### src/rtl/pirq_pkg.sv
package pirq_pkg;

  typedef enum logic {
    PRESET_OFF    = 1'b0,
    PRESET_PAIRED = 1'b1
  } route_preset_e;

  // reset routing value of line idx for the selected preset
  function automatic logic [7:0] preset_route(route_preset_e p, int unsigned idx);
    logic [7:0] v;
    if (p == PRESET_PAIRED) v = 8'(32'h0A + idx / 2);
    else                    v = 8'h80;
    return v;
  endfunction

endpackage

### src/rtl/pirq_swizzle.sv
module pirq_swizzle #(
  parameter int unsigned SLOT_W    = 5,
  parameter int unsigned NUM_LINES = 4,
  localparam int unsigned LINE_W   = $clog2(NUM_LINES)
) (
  input  logic [SLOT_W-1:0] slot_i,
  input  logic [LINE_W-1:0] pin_i,
  output logic [LINE_W-1:0] line_o
);
  localparam int unsigned SUM_W = SLOT_W + 2;

  logic [SUM_W-1:0] sum;

  // slot - 1 folded in as + (NUM_LINES - 1) to stay non-negative
  always_comb begin
    sum    = SUM_W'(slot_i) + SUM_W'(pin_i) + SUM_W'(NUM_LINES - 1);
    line_o = LINE_W'(sum % SUM_W'(NUM_LINES));
  end
endmodule

### src/rtl/pirq_route_regs.sv
module pirq_route_regs
  import pirq_pkg::*;
#(
  parameter int unsigned   NUM_LINES    = 4,
  parameter int unsigned   DATA_W       = 8,
  parameter route_preset_e RESET_PRESET = PRESET_OFF,
  localparam int unsigned  LINE_W       = $clog2(NUM_LINES)
) (
  input  logic                              clk_i,
  input  logic                              rst_ni,
  input  logic                              we_i,
  input  logic [LINE_W-1:0]                 idx_i,
  input  logic [DATA_W-1:0]                 wdata_i,
  output logic [DATA_W-1:0]                 rdata_o,
  output logic [NUM_LINES-1:0][DATA_W-1:0]  route_o
);
  for (genvar l = 0; l < NUM_LINES; l++) begin : g_reg
    localparam logic [DATA_W-1:0] RST_VAL = DATA_W'(preset_route(RESET_PRESET, l));
    logic [DATA_W-1:0] q;

    always_ff @(posedge clk_i or negedge rst_ni) begin
      if (!rst_ni)                           q <= RST_VAL;
      else if (we_i && idx_i == LINE_W'(l))  q <= wdata_i;
    end

    assign route_o[l] = q;
  end

  assign rdata_o = route_o[idx_i];
endmodule

### src/rtl/pirq_line_state.sv
module pirq_line_state #(
  parameter int unsigned  NUM_LINES = 4,
  localparam int unsigned LINE_W    = $clog2(NUM_LINES)
) (
  input  logic                 clk_i,
  input  logic                 rst_ni,
  input  logic                 valid_i,
  input  logic [LINE_W-1:0]    line_i,
  input  logic                 level_i,
  output logic [NUM_LINES-1:0] level_o
);
  for (genvar l = 0; l < NUM_LINES; l++) begin : g_lvl
    logic q;
    always_ff @(posedge clk_i or negedge rst_ni) begin
      if (!rst_ni)                            q <= 1'b0;
      else if (valid_i && line_i == LINE_W'(l)) q <= level_i;
    end
    assign level_o[l] = q;
  end
endmodule

### src/rtl/pirq_merge.sv
module pirq_merge #(
  parameter int unsigned NUM_LINES = 4,
  parameter int unsigned NUM_IRQS  = 16,
  parameter int unsigned DATA_W    = 8
) (
  input  logic [NUM_LINES-1:0][DATA_W-1:0] route_i,
  input  logic [NUM_LINES-1:0]             level_i,
  output logic [NUM_IRQS-1:0]              irq_o
);
  logic [NUM_LINES-1:0] live;

  // a line takes part only when routed to an existing input and asserted
  for (genvar l = 0; l < NUM_LINES; l++) begin : g_live
    assign live[l] = level_i[l] && (route_i[l] < DATA_W'(NUM_IRQS));
  end

  for (genvar k = 0; k < NUM_IRQS; k++) begin : g_irq
    logic [NUM_LINES-1:0] hit;
    for (genvar l = 0; l < NUM_LINES; l++) begin : g_hit
      assign hit[l] = live[l] && (route_i[l] == DATA_W'(k));
    end
    assign irq_o[k] = |hit;
  end
endmodule

### src/rtl/pirq_router.sv
module pirq_router
  import pirq_pkg::*;
#(
  parameter int unsigned   SLOT_W       = 5,
  parameter int unsigned   NUM_LINES    = 4,
  parameter int unsigned   NUM_IRQS     = 16,
  parameter int unsigned   DATA_W       = 8,
  parameter route_preset_e RESET_PRESET = PRESET_OFF,
  localparam int unsigned  LINE_W       = $clog2(NUM_LINES)
) (
  input  logic                 clk_i,
  input  logic                 rst_ni,
  input  logic [SLOT_W-1:0]    dev_slot_i,
  input  logic [LINE_W-1:0]    dev_pin_i,
  input  logic                 dev_valid_i,
  input  logic                 dev_level_i,
  output logic [LINE_W-1:0]    line_sel_o,
  output logic [NUM_LINES-1:0] line_level_o,
  input  logic                 reg_we_i,
  input  logic [LINE_W-1:0]    reg_idx_i,
  input  logic [DATA_W-1:0]    reg_wdata_i,
  output logic [DATA_W-1:0]    reg_rdata_o,
  output logic [NUM_IRQS-1:0]  irq_o
);
  logic [NUM_LINES-1:0][DATA_W-1:0] route;

  pirq_swizzle #(.SLOT_W(SLOT_W), .NUM_LINES(NUM_LINES)) u_swizzle (
    .slot_i (dev_slot_i),
    .pin_i  (dev_pin_i),
    .line_o (line_sel_o)
  );

  pirq_line_state #(.NUM_LINES(NUM_LINES)) u_lines (
    .clk_i   (clk_i),
    .rst_ni  (rst_ni),
    .valid_i (dev_valid_i),
    .line_i  (line_sel_o),
    .level_i (dev_level_i),
    .level_o (line_level_o)
  );

  pirq_route_regs #(
    .NUM_LINES(NUM_LINES), .DATA_W(DATA_W), .RESET_PRESET(RESET_PRESET)
  ) u_regs (
    .clk_i   (clk_i),
    .rst_ni  (rst_ni),
    .we_i    (reg_we_i),
    .idx_i   (reg_idx_i),
    .wdata_i (reg_wdata_i),
    .rdata_o (reg_rdata_o),
    .route_o (route)
  );

  pirq_merge #(.NUM_LINES(NUM_LINES), .NUM_IRQS(NUM_IRQS), .DATA_W(DATA_W)) u_merge (
    .route_i (route),
    .level_i (line_level_o),
    .irq_o   (irq_o)
  );
endmodule

### config.mk
export PLATFORM = sky130hd
export DESIGN_NAME = pirq_router
export DESIGN_NICKNAME = d
export VERILOG_FILES = /design/src/rtl/pirq_pkg.sv /design/src/rtl/pirq_swizzle.sv /design/src/rtl/pirq_route_regs.sv /design/src/rtl/pirq_line_state.sv /design/src/rtl/pirq_merge.sv /design/src/rtl/pirq_router.sv
export SDC_FILE = /design/constraint.sdc
export NUM_CORES = 1
export LEC_CHECK = 0
export CAP_MARGIN = 20
export CELL_PAD_IN_SITES_DETAIL_PLACEMENT = 1
export CELL_PAD_IN_SITES_GLOBAL_PLACEMENT = 1
export CORE_MARGIN = 2
export CORE_UTILIZATION = 44
export DETAILED_ROUTE_END_ITERATION = 12
export PLACE_DENSITY = 0.9
export SLEW_MARGIN = 25
export SYNTH_ARGS = -nofsm -noshare
export SYNTH_HDL_FRONTEND = slang
export SYNTH_HIERARCHICAL = 1
export SYNTH_SLANG_ARGS = --single-unit
### constraint.sdc
create_clock -name clk_i -period 3.3 [get_ports clk_i]
set_input_delay 0.99 -clock clk_i [delete_from_list [all_inputs] [get_ports clk_i]]
set_output_delay 0.99 -clock clk_i [all_outputs]
set_load 0.005 [all_outputs]
==> impl_metrics.tcl, run 1 <==
set metrics [dict create \
    status "completed" \
    synth.area.top_cells "dfrtp_1 33%, mux2_2 16%, mux4_2 4.7%" \
    synth_edf_count 0 \
    holdCritStartpoint "u_regs/g_reg[3].q[4]$_DFFE_PN0P_" \
    hp-class "reg2reg" \
    drtIter0Drc 132 \
    antenna_found_initial 0 \
    setup_viol 0 \
    timing.fmax_mhz 307.0 \
    cts_htree_levels 2 \
    end_kind "primary output" \
    cts_tree "built" \
    cts-root-buf "clkbuf_8" \
    maxCapViolations 0 \
    most-common-layout-cells "34 x mux2_2, 32 x dfrtp_1, 27 x clkdlybuf4s50_1" \
    hold_depth 1 \
    core_area_um2 5205 \
    cpMaxStageDelayCell "clkdlybuf4s50_1" \
    die-area_um2 6079 \
    vias 2123 \
    p_leak_nw 1.326 \
    final_cell_area_um2 3231 \
    die_h_um 77.97 \
    finClkSkew_ns 0 \
    antenna_left 0 \
    required_ns 2.31 \
    synthCells 200 \
    min_period_ns 3.258 \
    grt_pass1_wl_um 13620 \
    route.detailed.drc 0 \
    fin_util_pct 62.07 \
    wire_per_inst_um 25.84 \
    max-vdd-ir-drop_uv 380.3 \
    period_share_pct 98.72 \
    final_common_cell "mux2_2" \
    whs_endpoint "u_regs/g_reg[3].q[4]$_DFFE_PN0P_" \
    finalMaxSlewViolations 0 \
    grt_max_degree 37 \
    met1_length_um 3378 \
    ys.flop_type "dfrtp_1" \
    synth.avg_cell_area_um2 12.04 \
    drive_above_1_share_pct 36.19 \
    crit_family "buffers and inverters" \
    row_count 26 \
    grt_overflow 0 \
    synthArstFlopShare_pct 100.0 \
    clockBufferDepth 2 \
    r2r-start "u_regs/g_reg[0].q[3]$_DFFE_PN0P_" \
    cp.arrival_ns 2.27 \
    path_cells "nor3_2, buf_4, and4_1, a32oi_1, o211ai_1, clkdlybuf4s50_1" \
    antenna_cells 0 \
    place_inst 323 \
    cts_hold_buf 0 \
    cp.buffers_inverters 2 \
    portBuffers 48 \
    netlist.top_cell.by_area "dfrtp_1" \
    start_kind "flop" \
    r2r-end "u_regs/g_reg[0].q[3]$_DFFE_PN0P_" \
    firstDrtPassIters 4 \
    slew_headroom_pct 66.74 \
    clkLatencyLatePin_ns 0.29 \
    whs_ns 0.5375 \
    yosys_register_bits 36 \
    crit_fanout 5 \
    seq_area_frac_synth_pct 37.63 \
    path_clk_slew_ns 0.08 \
    yosysUniqueCellTypes 50 \
    crit_type "reg2out" \
    area_growth_pct 34.20 \
    io_pins 52 \
    place_area_um2 3018 \
    yosysWarnings 6 \
    globalplace.congestion 0.8984 \
    die_w_um 77.97 \
    vias_per_cell 6.281 \
    cts.sinks 36 \
    final_nets 290 \
    netlist_area_um2 2407 \
    slowest_delay_ns 0.53 \
    r2r_slack_ns 2.33 \
    netlist.area_leader.share_pct 33.26 \
    final_cells 338 \
    start_util_pct 46.25 \
    rr_worst_depth 1 \
    track_usage_pct 30.40 \
    wl_met2_um 4642 \
    wirelength_um 8735 \
    numCtsBuffers 5 \
    worst_slack_ns 0.04218 \
    grt_pass1_vias 2346 \
    post-place-ws_ns -0.4104 \
    worst_slew_pin_slew_ns 0.4983 \
    synth_nets 223 \
    maxUsedRoutingLayer "met4" \
    wl_met3_um 404 \
    hold_viol_final 0 \
    p_per_area_nw_per_um2 498.1 \
    place_hpwl_um 5253 \
]
## Yosys cell counts, types with 3 or more instances
| master | number |
|---|---|
| mux2_2 | 34 |
| dfrtp_1 | 32 |
| a22oi_1 | 11 |
| nand2_1 | 9 |
| nand2b_1 | 8 |
| o221ai_1 | 8 |
| nor2_1 | 7 |
| inv_1 | 6 |
| nand3_1 | 6 |
| nor2b_1 | 6 |
| mux4_2 | 5 |
| a32oi_1 | 4 |
| and2b_2 | 4 |
| buf_4 | 4 |
| dfstp_2 | 4 |
| o211ai_1 | 4 |
| mux4_1 | 3 |
| nor3_1 | 3 |
## metal layers
metal / GRT usage, % / vias up
li1: - / 918
met1: 34.88 / 1096
met2: 53.19 / 82
met3: 5.814 / 27
met4: 16.49 / 0
met5: 0 / -
## where the power goes
part	internal, mW	switching [mW]	total, mW
Sequential	0.538	0.149	0.688
Clock	0.224	0.166	0.390
Combinational	0.287	0.244	0.531
Total	1.05	0.559	1.61
## worst max-delay path by stage
stage                                           from             end  slack [ns]  cells past startpoint
floorplan                               reg_idx_i[0]  reg_rdata_o[4]        0.62                      2
global placement                        reg_idx_i[0]  reg_rdata_o[7]       -0.38                      4
detailed placement                      reg_idx_i[0]  reg_rdata_o[4]       -0.41                      4
CTS                                     reg_idx_i[0]  reg_rdata_o[1]       0.003                      4
global route        u_regs/g_reg[3].q[6]$_DFFE_PN0P_       irq_o[15]       -0.03                      6
finish              u_regs/g_reg[3].q[6]$_DFFE_PN0P_       irq_o[15]        0.04                      6
## flip-flops by register name (all words and copies together), names as in the netlist
name             cells
u_regs/g.q          32
u_lines/g_lvl.q      4
## logic make-up (layout without fill, tap and decap cells)
kind of cell             after synthesis  in the layout  share of synthesized area [%]
XOR/XNOR                               1              1                         0.9874
buffers and inverters                 12             80                          3.118
adder cells (fa/ha/maj)                1              1                         0.5197
multiplexers                          44             44                          24.79
flip-flops                            36             36                          37.63
AND/OR/NAND/NOR                       75             75                          21.99
AO/OA/AOI/OAI                         31             31                          10.97
## stage by stage
stage / power (mW) / TNS [ns]
global placement: 1.128 / -2.879
global route: 1.677 / -0.08099
detailed placement: 1.157 / -3.077
finish: 1.609 / 0
CTS: 1.581 / 0
floorplan: 0.9224 / 0
## area by class of cell
cell class	instances	area, µm²
clock buffer	6	72.57
clock inverter	2	35.03
fill	549	1974
inverter	6	22.52
multi-input combinational	152	1483
sequential	36	905.9
tap	70	87.58
timing repair buffer	66	624.3
## repair_timing
action / CTS / global route
endpoints found under the setup margin: 22 / 12
gates resized for setup: 32 / 8
endpoints found under the hold margin: 0 / 0
setup buffers: 5 / 2
pin swaps: 5 / 2
(Power assumes the default switching activity.)
==> run 2: changes to the inputs <==
Settings changed: CORE_UTILIZATION 44 to 40, PLACE_DENSITY 0.9 to 0.83.
Clock period 3.3 ns to 3.71 ns, I/O delays scaled along.
==> impl_metrics.tcl, run 2 (synthesis results as in run 1) <==
set metrics [dict create \
    end_kind "primary output" \
    firstDrtPassIters 4 \
    slew_headroom_pct 67.78 \
    cts-root-buf "clkbuf_8" \
    rsz0062_at_grt "no" \
    top_register "u_regs/g.q" \
    globalplace.congestion 0.8197 \
    cts.sinks 36 \
    fin_util_pct 54.02 \
    setup_viol 0 \
    cts_htree_levels 2 \
    hp-class "reg2reg" \
    route.detailed.drc 0 \
    antenna_left 0 \
    grt_pass1_wl_um 10870 \
    p_leak_nw 1.222 \
    finClkSkew_ns 0 \
    finalMaxSlewViolations 0 \
    row_count 28 \
    wire_per_inst_um 19.90 \
    hold_viol_final 0 \
    largestRegisters "u_regs/g.q: 32 flops, u_lines/g_lvl.q: 4 flops" \
    cp.arrival_ns 2.55 \
    max-vdd-ir-drop_uv 292.2 \
    path_clk_slew_ns 0.06 \
    p_per_area_nw_per_um2 406.7 \
    status "completed" \
    n_fill_cell 620 \
    vias 1985 \
    die_w_um 81.58 \
    die_h_um 81.58 \
    grt_pass1_vias 2039 \
    post-place-ws_ns -0.2413 \
    power_mw 1.285 \
    min_period_ns 3.659 \
    io_pins 52 \
    numCtsBuffers 5 \
    start_util_pct 41.15 \
    timing.fmax_mhz 273.3 \
    most-common-layout-cells "42 x clkdlybuf4s50_1, 34 x mux2_2, 32 x dfrtp_1" \
    antenna_cells 0 \
    wirelength_um 6705 \
    grt_overflow 0 \
    start_kind "input port" \
    track_usage_pct 22.01 \
    crit_type "in2out" \
    required_ns 2.60 \
    grt_max_degree 37 \
    vias_per_cell 5.890 \
    portBuffers 48 \
    area_growth_pct 31.29 \
    place_hpwl_um 5121 \
    worst_slew_pin_slew_ns 0.4828 \
    die-area_um2 6654 \
    core_area_um2 5851 \
    crit_fanout 12 \
    clkLatencyLatePin_ns 0.28 \
    period_share_pct 98.63 \
    final_cell_area_um2 3161 \
    drive_above_1_share_pct 30.92 \
    largest_register_ffs 32 \
    maxCapViolations 0 \
    worst_slack_ns 0.05093 \
    drtIter0Drc 162 \
    place_area_um2 3022 \
    antenna_found_initial 0 \
    final_nets 284 \
    clockBufferDepth 2 \
    final_common_cell "clkdlybuf4s50_1" \
    cts_tree "built" \
]
## run 2: critical path, stage by stage
cell	delay, ns
clkdlybuf4s50_1	0.51
buf_12	0.15
mux4_2	0.31
clkdlybuf4s50_1	0.46
## run 2: where the power goes
group          leakage (nW)  internal (mW)  switching, mW  total (mW)
clock network        0.0395          0.133          0.127       0.260
registers             0.421          0.480          0.114       0.594
logic                 0.762          0.253          0.179       0.432
total                  1.22          0.865          0.420        1.29
## run 2: repair_timing
item	in CTS	in global routing
buffers inserted	2	0
gates cloned	1	0
hold buffers	0	0
endpoints found under the setup margin	8	3
hold endpoints to repair	0	0
resized for setup	5	3
## run 2: metrics by stage
stage                     TNS, ns  std cells  hold slack [ns]
after global routing            0        337           0.5526
final                           0        337           0.5264
after global placement     -1.316        326           0.5001
after CTS                       0        337           0.5297
after detailed placement   -1.437        326           0.5022
after floorplan                 0        200           0.4655
## run 2: area by class of cell
class	instances	area, µm²	area share [%]
multi-input combinational	152	1441	45.61
timing repair buffer	60	616.8	19.52
tap	75	93.84	2.969
inverter	6	22.52	0.7126
clock buffer	8	80.08	2.534
sequential	36	905.9	28.66
## run 2: worst paths after layout
path,endpoint,depth (start not counted),slack [ns],startpoint
setup / recovery,reg_rdata_o[1],4,0.05,reg_idx_i[1]
min in group asynchronous,u_lines/g_lvl[1].q$_DFFE_PN0P_,2,1.25,rst_ni
max in group asynchronous,u_regs/g_reg[3].q[7]$_DFFE_PN1P_,2,2.10,rst_ni
hold / removal,u_regs/g_reg[1].q[6]$_DFFE_PN0P_,1,0.53,u_regs/g_reg[1].q[6]$_DFFE_PN0P_
setup reg to reg,u_regs/g_reg[2].q[2]$_DFFE_PN0P_,1,2.76,u_regs/g_reg[2].q[2]$_DFFE_PN0P_
hold reg to reg,u_regs/g_reg[1].q[6]$_DFFE_PN0P_,1,0.53,u_regs/g_reg[1].q[6]$_DFFE_PN0P_
## run 2: metal layers
metal	part of all wire [%]	vias up	routed length [µm]	GRT usage, %
li1	-	912	-	-
met2	51	51	3428	37.79
met4	2.7	0	184	8.667
met1	42	1007	2842	27.49
met5	0	-	0	0
met3	3.7	15	249	4.066
